`src/rtl/framer_pkg.sv`:
```
package framer_pkg;

  // Width of the line-control length code
  localparam int LEN_W = 2;

  typedef enum logic [2:0] {
    PH_IDLE,
    PH_START,
    PH_DATA,
    PH_PARITY,
    PH_STOP
  } phase_e;

  // Frame settings captured when a character is accepted
  typedef struct packed {
    logic [LEN_W-1:0] len;
    logic             two_stop;
    logic             par_en;
    logic             par_bit;
  } held_cfg_t;

endpackage

```
`src/rtl/framer_parity.sv`:
```
module framer_parity #(
  parameter int DATA_W = 8,
  parameter int IDX_W  = 4
) (
  input  logic [DATA_W-1:0] data,
  input  logic [IDX_W-1:0]  count,
  input  logic              even,
  output logic              par_bit
);

  logic [DATA_W-1:0] masked;

  // Only bits below the active length take part in the parity sum
  for (genvar i = 0; i < DATA_W; i++) begin : g_mask
    assign masked[i] = data[i] & (IDX_W'(i) < count);
  end

  // Even sense: parity equals the sum, so the total count of ones is even
  assign par_bit = even ? (^masked) : ~(^masked);

endmodule

```
`src/rtl/framer_cfg_hold.sv`:
```
module framer_cfg_hold
  import framer_pkg::*;
#(
  parameter int DATA_W        = 8,
  parameter int TICKS_PER_BIT = 16,
  parameter int IDX_W         = 4,
  parameter int CNT_W         = 6
) (
  input  logic             clk,
  input  logic             rst_n,
  input  logic             load,
  input  held_cfg_t        cfg_in,
  output logic [IDX_W-1:0] data_count,
  output logic [CNT_W-1:0] stop_ticks,
  output logic             par_en,
  output logic             par_bit
);

  localparam int MIN_BITS   = DATA_W - 3;
  localparam int STOP_ONE   = TICKS_PER_BIT;
  localparam int STOP_TWO   = 2 * TICKS_PER_BIT;
  localparam int STOP_HALF3 = (3 * TICKS_PER_BIT) / 2;

  held_cfg_t held_q;

  always_ff @(posedge clk) begin
    if (!rst_n)     held_q <= '0;
    else if (load)  held_q <= cfg_in;
  end

  assign data_count = IDX_W'(MIN_BITS) + IDX_W'(held_q.len);
  assign par_en     = held_q.par_en;
  assign par_bit    = held_q.par_bit;

  always_comb begin
    if (!held_q.two_stop)         stop_ticks = CNT_W'(STOP_ONE);
    else if (held_q.len == '0)    stop_ticks = CNT_W'(STOP_HALF3);
    else                          stop_ticks = CNT_W'(STOP_TWO);
  end


  cfg_stable_chk: assert property (@(posedge clk) disable iff (!rst_n)
    !load |=> $stable(held_q));

endmodule

```
`src/rtl/framer_tick_timer.sv`:
```
module framer_tick_timer #(
  parameter int CNT_W = 6
) (
  input  logic             clk,
  input  logic             rst_n,
  input  logic             running,
  input  logic             tick,
  input  logic [CNT_W-1:0] limit,
  output logic             done
);

  logic [CNT_W-1:0] cnt;

  assign done = running && tick && (cnt == limit - CNT_W'(1));

  always_ff @(posedge clk) begin
    if (!rst_n || !running || done) cnt <= '0;
    else if (tick)                  cnt <= cnt + CNT_W'(1);
  end


  cnt_range_chk: assert property (@(posedge clk) disable iff (!rst_n)
    running |-> (cnt < limit));


  no_tick_hold_chk: assert property (@(posedge clk) disable iff (!rst_n)
    (running && !tick && $past(running)) |=> (cnt == $past(cnt)) || !running);

endmodule

```
`src/rtl/uart_char_framer.sv`:
```
module uart_char_framer
  import framer_pkg::*;
#(
  parameter int DATA_W        = 8,
  parameter int TICKS_PER_BIT = 16
) (
  input  logic              clk,
  input  logic              rst_n,
  input  logic [DATA_W-1:0] in_data,
  input  logic              in_valid,
  output logic              in_ready,
  input  logic              baud_tick,
  input  logic [LEN_W-1:0]  cfg_len,
  input  logic              cfg_two_stop,
  input  logic              cfg_par_en,
  input  logic              cfg_par_even,
  output logic              txd,
  output logic              busy
);

  localparam int IDX_W    = $clog2(DATA_W + 1);
  localparam int CNT_W    = $clog2(2 * TICKS_PER_BIT + 1);
  localparam int MIN_BITS = DATA_W - 3;

  phase_e            phase;
  logic [IDX_W-1:0]  bit_idx;
  logic [DATA_W-1:0] shreg;
  logic              txd_q;
  logic              accept;
  logic              tick_done;
  logic [CNT_W-1:0]  limit;
  logic [IDX_W-1:0]  data_count;
  logic [CNT_W-1:0]  stop_ticks;
  logic              par_en;
  logic              par_bit;
  logic              new_par;
  held_cfg_t         cfg_in;

  assign busy     = (phase != PH_IDLE);
  assign in_ready = !busy;
  assign accept   = in_valid && in_ready;
  assign txd      = txd_q;

  // Parity of the incoming character, using the length it arrives with
  framer_parity #(.DATA_W(DATA_W), .IDX_W(IDX_W)) u_parity (
    .data    (in_data),
    .count   (IDX_W'(MIN_BITS) + IDX_W'(cfg_len)),
    .even    (cfg_par_even),
    .par_bit (new_par)
  );

  assign cfg_in = '{len: cfg_len, two_stop: cfg_two_stop,
                    par_en: cfg_par_en, par_bit: new_par};

  framer_cfg_hold #(
    .DATA_W(DATA_W), .TICKS_PER_BIT(TICKS_PER_BIT),
    .IDX_W(IDX_W), .CNT_W(CNT_W)
  ) u_cfg (
    .clk        (clk),
    .rst_n      (rst_n),
    .load       (accept),
    .cfg_in     (cfg_in),
    .data_count (data_count),
    .stop_ticks (stop_ticks),
    .par_en     (par_en),
    .par_bit    (par_bit)
  );

  assign limit = (phase == PH_STOP) ? stop_ticks : CNT_W'(TICKS_PER_BIT);

  framer_tick_timer #(.CNT_W(CNT_W)) u_timer (
    .clk     (clk),
    .rst_n   (rst_n),
    .running (busy),
    .tick    (baud_tick),
    .limit   (limit),
    .done    (tick_done)
  );

  always_ff @(posedge clk) begin
    if (!rst_n) begin
      phase   <= PH_IDLE;
      bit_idx <= '0;
      shreg   <= '0;
      txd_q   <= 1'b1;
    end else begin
      unique case (phase)
        PH_IDLE: if (accept) begin
          phase   <= PH_START;
          shreg   <= in_data;
          bit_idx <= '0;
          txd_q   <= 1'b0;
        end
        PH_START: if (tick_done) begin
          phase <= PH_DATA;
          txd_q <= shreg[0];
        end
        PH_DATA: if (tick_done) begin
          if (bit_idx == data_count - IDX_W'(1)) begin
            if (par_en) begin
              phase <= PH_PARITY;
              txd_q <= par_bit;
            end else begin
              phase <= PH_STOP;
              txd_q <= 1'b1;
            end
          end else begin
            bit_idx <= bit_idx + IDX_W'(1);
            shreg   <= shreg >> 1;
            txd_q   <= shreg[1];
          end
        end
        PH_PARITY: if (tick_done) begin
          phase <= PH_STOP;
          txd_q <= 1'b1;
        end
        PH_STOP: if (tick_done) begin
          phase <= PH_IDLE;
          txd_q <= 1'b1;
        end
        default: phase <= PH_IDLE;
      endcase
    end
  end


  idle_high_chk: assert property (@(posedge clk) disable iff (!rst_n)
    !busy |-> txd);


  start_low_chk: assert property (@(posedge clk) disable iff (!rst_n)
    accept |=> (!txd && busy));


  hold_ready_chk: assert property (@(posedge clk) disable iff (!rst_n)
    (busy && !(phase == PH_STOP && tick_done)) |=> !in_ready);


  stop_high_chk: assert property (@(posedge clk) disable iff (!rst_n)
    (phase == PH_STOP) |-> txd);


  bit_idx_chk: assert property (@(posedge clk) disable iff (!rst_n)
    (phase == PH_DATA) |-> (bit_idx < data_count));

endmodule

```
`config.mk`:
```
export PLATFORM = sky130hd
export DESIGN_NAME = uart_char_framer
export DESIGN_NICKNAME = d
export VERILOG_FILES = /design/src/rtl/framer_pkg.sv /design/src/rtl/framer_parity.sv /design/src/rtl/framer_cfg_hold.sv /design/src/rtl/framer_tick_timer.sv /design/src/rtl/uart_char_framer.sv
export SDC_FILE = /design/constraint.sdc
export NUM_CORES = 1
export LEC_CHECK = 0
export BUFFER_PORTS_ARGS = -buffer_cell sky130_fd_sc_hd__buf_2
export CORE_ASPECT_RATIO = 2
export CORE_MARGIN = 2
export CORE_UTILIZATION = 45
export CTS_CLUSTER_SIZE = 12
export DETAILED_ROUTE_END_ITERATION = 16
export GPL_ROUTABILITY_DRIVEN = 0
export HOLD_SLACK_MARGIN = 0.15
export PLACE_DENSITY_LB_ADDON = 0.05
export SYNTH_ARGS = -nofsm -noshare
export SYNTH_HDL_FRONTEND = slang
export SYNTH_HIERARCHICAL = 1
export SYNTH_SLANG_ARGS = --single-unit
```
`constraint.sdc`:
```
create_clock -name clk -period 8.7 [get_ports clk]
set_input_delay 0.87 -clock clk [delete_from_list [all_inputs] [get_ports clk]]
set_output_delay 0.87 -clock clk [all_outputs]
set_load 0.02 [all_outputs]
```
### Word-level counts from Yosys, hierarchy flattened

Cells that the tools add are included.

| cells by class | value |
|---|---|
| add/subtract/negate cells | 6 |
| magnitude comparators | 8 |
| equality and inequality tests | 14 |
| mux-type cells | 27 |
| bitwise operators | 9 |
| reductions and logical operators | 17 |

Operators with widths:

| operator | number |
|---|---|
| 8-bit two-way mux | 3 |
| 3-bit two-way mux | 7 |
| 6-bit two-way mux | 3 |
| 3-bit by 4-bit < comparator with 1-bit output, first input constant | 4 |
| 8-bit case mux with 2 select lines | 1 |
| 3-bit case mux with 5 select lines | 1 |
| 4-bit two-way mux | 3 |
| 2-bit by 1-bit inequality test with 1-bit output, second input constant | 5 |
| 3-bit by 2-bit adder with 4-bit output, first input constant | 2 |
| 1-bit AND | 8 |
| 1-bit by 4-bit < comparator with 1-bit output, first input constant | 2 |
| 2-bit by 4-bit < comparator with 1-bit output, first input constant | 2 |
| 4-bit case mux with 2 select lines | 1 |
| 8-bit parity | 1 |
| 1-bit two-way mux | 7 |
| 6-bit by 1-bit adder with 6-bit output, second input constant | 1 |
| 3-bit by 2-bit equality test with 1-bit output, second input constant | 2 |
| 6-bit equality test | 1 |
| 2-bit inequality test, second input constant | 3 |
| 6-bit AND reduction | 1 |
| 6-bit by 1-bit subtractor with 6-bit output, second input constant | 1 |
| 5-bit AND reduction | 1 |
| 4-bit by 1-bit adder with 4-bit output, second input constant | 1 |
| 4-bit equality test | 1 |
| other kinds (15) | 19 |

| word-level totals | value |
|---|---|
| flip-flop bits (word level) | 27 |
| input port bits | 17 |
| output and inout port bits | 3 |
| logic and storage cells | 90 |

### Longest topological paths before layout

| logic depth | value |
|---|---|
| word-level depth | 9 |
| gate-level depth with buffers | 16 |
| mapped depth without buffers | 14 |

### Modules after synthesis

Netlist, hierarchy kept.

Modules (own cells, without submodules):

| module | instances | cells an instance | area each (um^2) | seq. area each (um^2) |
|---|---|---|---|---|
| uart_char_framer | 1 | 120 | 1093.5 | 320.3 |
| framer_tick_timer | 1 | 46 | 437.9 | 120.1 |
| framer_cfg_hold | 1 | 29 | 284.0 | 100.1 |
| framer_parity | 1 | 22 | 158.9 | 0.0 |

### Least setup slack after synthesis

No wires, ideal clock.

| path | value |
|---|---|
| path type | flip-flop to flip-flop |
| start | register u_cfg/held_q[3] (netlist name) |
| end | register bit_idx[1] |
| setup time | 67 ps |
| arrival | 2831 ps |
| data required time | 8633 ps |
| slack | 5802 ps |
| stages on the path, launching flop included | 17 |
| buffers on the path | 2 |
| period minus slack after synthesis | 2898 ps |
| cell sequence | dfxtp_1 -> inv_1 -> ha_1 -> nor2b_1 -> inv_1 -> or2_2 -> xnor2_1 -> xnor2_1 -> nor4_4 -> and2_1 -> nand4bb_2 -> nand2_2 -> o31a_1 -> buf_6 -> buf_12 -> nand4_2 -> o21ai_2 |

| between the ends | value |
|---|---|
| elaborated cells on any way between the ends | 13 |
| those cells by class | 3 x add/sub; 4 x eq/ne; 3 x mux; 3 x reduce/logical |

RTL lines:

| what | RTL line | text |
|---|---|---|
| start: declaration | framer_cfg_hold.sv:24 | `held_cfg_t held_q;` |
| start signal: assignment | framer_cfg_hold.sv:28 | `else if (load) held_q <= cfg_in;` |
| 3-bit by 2-bit adder with 4-bit output | framer_cfg_hold.sv:31 | `assign data_count = IDX_W'(MIN_BITS) + IDX_W'(held_q.len);` |
| named net data_count[0] | uart_char_framer.sv:32 | `logic [IDX_W-1:0] data_count;` |
| 4-bit by 1-bit subtractor with 4-bit output | uart_char_framer.sv:99 | `if (bit_idx == data_count - IDX_W'(1)) begin` |
| 4-bit equality test | uart_char_framer.sv:99 |  |
| 2-bit inequality test (no line) | -- |  |
| 4-bit AND reduction (no line) | -- |  |
| end signal: assignment | uart_char_framer.sv:108 | `bit_idx <= bit_idx + IDX_W'(1);` |
| end: declaration | uart_char_framer.sv:26 | `logic [IDX_W-1:0] bit_idx;` |

The timed path passes the listed nets, and every way through them passes these cells.
A chain may end at the register's enable or synchronous reset.

### Final worst setup path

| path | value |
|---|---|
| start | register u_cfg/held_q[3] (netlist name) |
| end | register shreg[6] |

| between the ends | value |
|---|---|
| elaborated cells on any way between the ends | 13 |
| those cells by class | 3 x add/sub; 4 x eq/ne; 3 x mux; 3 x reduce/logical |

RTL lines:

| what | RTL line | text |
|---|---|---|
| 3-bit by 2-bit adder with 4-bit output | framer_cfg_hold.sv:31 |  |
| named net data_count[0] | uart_char_framer.sv:32 |  |
| 4-bit by 1-bit subtractor with 4-bit output | uart_char_framer.sv:99 |  |
| 4-bit equality test | uart_char_framer.sv:99 |  |
| 2-bit inequality test (no line) | -- |  |
| 4-bit AND reduction (no line) | -- |  |
| end signal: assignment | uart_char_framer.sv:90 | `shreg <= in_data;` |
| end signal: assignment | uart_char_framer.sv:109 | `shreg <= shreg >> 1;` |
| end: declaration | uart_char_framer.sv:27 | `logic [DATA_W-1:0] shreg;` |

The timed path passes the listed nets, and every way through them passes these cells.

==> metrics.txt <==
worst setup path endpoint shreg[6]; crit path buf inv count 2; antenna cells 0; RSZ-0062 raised after global routing no; min cycle time layout 3680 ps; Final Net Count 256; num rows 34; Synth Area in Compound Gates 0.168; pin count of the biggest net entering global routing 18; area occupied by multi-input gates 1270 µm²; most used routing layer in global routing met2; total of max-cap violations 0; global-route wire length before repair 7230 µm; # hold bufs at CTS 0; most used flip-flop cell after synthesis dfxtp_1; skew final 4.05 ps; outcome finished, final reports clean; Synth top area share 0.274; delay-heaviest family, CP simple AND/OR/NAND/NOR gates; syn avg cell area 9.10 µm²; grt met1 use 0.170; CTS clk-pin slew, worst paths 90 ps; I/O Pins 20; Worst Setup SP u_cfg/held_q[3]; final hold slack 522 ps; WP depth 14; register area share after synthesis 0.274; DRT Wirelength 4370 µm; IO Port Bufs 19; Crit Reg-Reg Endpoint shreg[6]; critical path launch point type register; GRT overflow 0; post-DR vias/cell 5.47; Clock Path Buffers 2; Worst Max-Slew Pin Slew 758 ps; Final HPWL DP 3540 µm; r2r setup slk 5020 ps; sequential fraction of design power 0.502; Cell Area, Synth 1970 µm²; clock power share 0.254; DIE WIDTH 50.8 µm; postcts setup bufs 0; internal power 193 µW; worst path cell trace inv_1, ha_1, nor2b_1, inv_1, or2_2, xnor2_1, xnor2_1, nor4_4, and2_1, nand4bb_2, nand2_2, o31a_1, nor2_1, a211oi_2; Synth area leaders dfxtp_1, mux2i_1, xnor2_1, ha_1, a211oi_2; GRT met3 Usage 0.0154; commonest non-fill, non-tap cell in the layout dfxtp_1; initial DRC count 26; CTS tree built; first drt pass iteration count 4; Slew headroom 0.495; post-layout util 0.488; total track usage 0.190; drt drc 0; die height 97.7 µm; fill cell count 408; final hold vios 0; combinational cell fraction of total power 0.244; Synth-to-Final Area Change 6.21%; mux cell area share after synthesis 0.0868; Post-CTS Resized 0; worst r2r src u_cfg/held_q[3]; commonest cells after routing, fill and taps aside dfxtp_1, buf_2, xnor2_1; Peak VDD IR 98.4 µV; ys async rst share 0; Final period util 0.422; CP arrival 3870 ps; FF/Latch Area 541 µm²; depth of the worst register-to-register path 14; die area 4970 µm²; Net Sw Power 83.3 µW; Leak 0.000800 µW; Synth Register Bits 27; Mapped Cells 217; Pwr per Cell Area 132 nW/µm²; Crit-path slowest cell o31a_1; Avg WL per Cell 15.4 µm; Final Max Slew Viols 0; max incr delay on CP 630 ps; vias in the first global route 1,587; crit-path max FO 17; initial antenna violation count 0; share of layout cells above drive strength 1 0.200; Clk Latency, worst-skew pair 270 ps; Initial Utilization 0.460; Max Clk Rate 272 MHz; Final setup viols 0; Synth Area in Adders 0.0507; Setup CP Type register to register; clock sink total 27; CORE AREA 4300 µm²; Routed Antenna Nets 0; crit path capture type register; XOR/XNOR Fraction of Synth Area 0.131; largest family of logic cells by synthesized area simple AND/OR/NAND/NOR gates; Sw Share 0.302; Post-synth EDFFs 0; post-route setup TNS 0 ps; Netlist cell types 58; required time of the critical path 8890 ps; H-Tree Depth 1; CTS Buf Count 3; Yosys warnings 6; hold crit path type register to register; Simple-Gate Fraction of Synth Area 0.202; CTS root buf clkbuf_8; Vias 1,554; Synth area leader dfxtp_1; met2 track demand over resource 0.403
==> metal layers <==
metal  vias to the layer above  share of wire
li1                        785              -
met1                       735           0.33
met2                        28           0.63
met3                         6          0.021
met4                         0          0.020
met5                         -              0
==> logic make-up after synthesis <==
group           after synthesis
fa+ha+maj                     8
flops                        27
simple gates                 64
other cells                   1
buf+inv                      30
mux                          17
compound gates               42
xor+xnor                     28
==> worst min-delay path by stage <==
stage	startpoint	endpoint	slack, ps	cells after the start
final	shreg[7]	shreg[7]	520	2
after global routing	bit_idx[1]	bit_idx[1]	550	2
after CTS	bit_idx[3]	bit_idx[3]	530	2
after detailed placement	bit_idx[3]	bit_idx[3]	510	2
after global placement	bit_idx[3]	bit_idx[3]	490	2
after floorplan	bit_idx[3]	bit_idx[3]	460	2
==> cell type report <==
class / instances / share of cell area
timing repair buffer: 20 / 0.0489
clock buffer: 3 / 0.0197
multi-input combinational: 162 / 0.606
inverter: 17 / 0.0328
tap: 54 / 0.0322
sequential: 27 / 0.258
clock inverter: 1 / 0.00239
==> through the flow <==
stage | cells | setup slack [ps] | power (µW) | instance area [µm²]
4_1_cts | 284 | 4970 | 279 | 2100
3_5_place_dp | 280 | 5000 | 209 | 2050
6_report | 284 | 5020 | 276 | 2100
3_3_place_gp | 280 | 5130 | 207 | 2050
2_1_floorplan | 219 | 5800 | 197 | 1980
5_1_grt | 284 | 4660 | 293 | 2100
==> worst reg2reg max path: stages, from the launching register on <==
cell and delay [ps]:
dfxtp_1 380, inv_1 100, ha_1 210, nor2b_1 170
inv_1 50, or2_2 310, xnor2_1 190, xnor2_1 130
nor4_4 430, and2_1 340, nand4bb_2 190, nand2_2 120
o31a_1 630, nor2_1 120, a211oi_2 210
==> flip-flops by register name (all words and copies together) (netlist names) <==
name / cells
shreg: 8
u_timer/cnt: 6
bit_idx: 4
phase: 3
u_cfg/held_q: 3
txd: 1
u_cfg/par_bit: 1
u_cfg/par_en: 1
==> power groups by stage <==
| stage | logic [µW] | registers, µW | clock network [µW] |
|---|---|---|---|
| floorplan | 58.8 | 138 | 0 |
| global placement | 65.4 | 141 | 0 |
| detailed placement | 67.7 | 141 | 0 |
| CTS | 67.9 | 139 | 72.7 |
| global route | 75.2 | 140 | 77.9 |
| finish | 67.3 | 138 | 70.2 |
==> synth_stat cells (3+ instances only) <==
cell type,number
nor2b_1,6
a211oi_1,6
nand3_1,4
ha_1,8
dfxtp_1,27
nand2_1,11
and3_1,5
xor2_1,10
o21ai_0,7
buf_2,5
mux2i_1,16
a21oi_1,4
buf_4,4
nor2_1,12
a211oi_2,7
or4_1,3
nand4_1,3
inv_1,16
xnor2_1,17
and2_1,4
o21ai_1,3
Power figures use the tool's default switching activity.
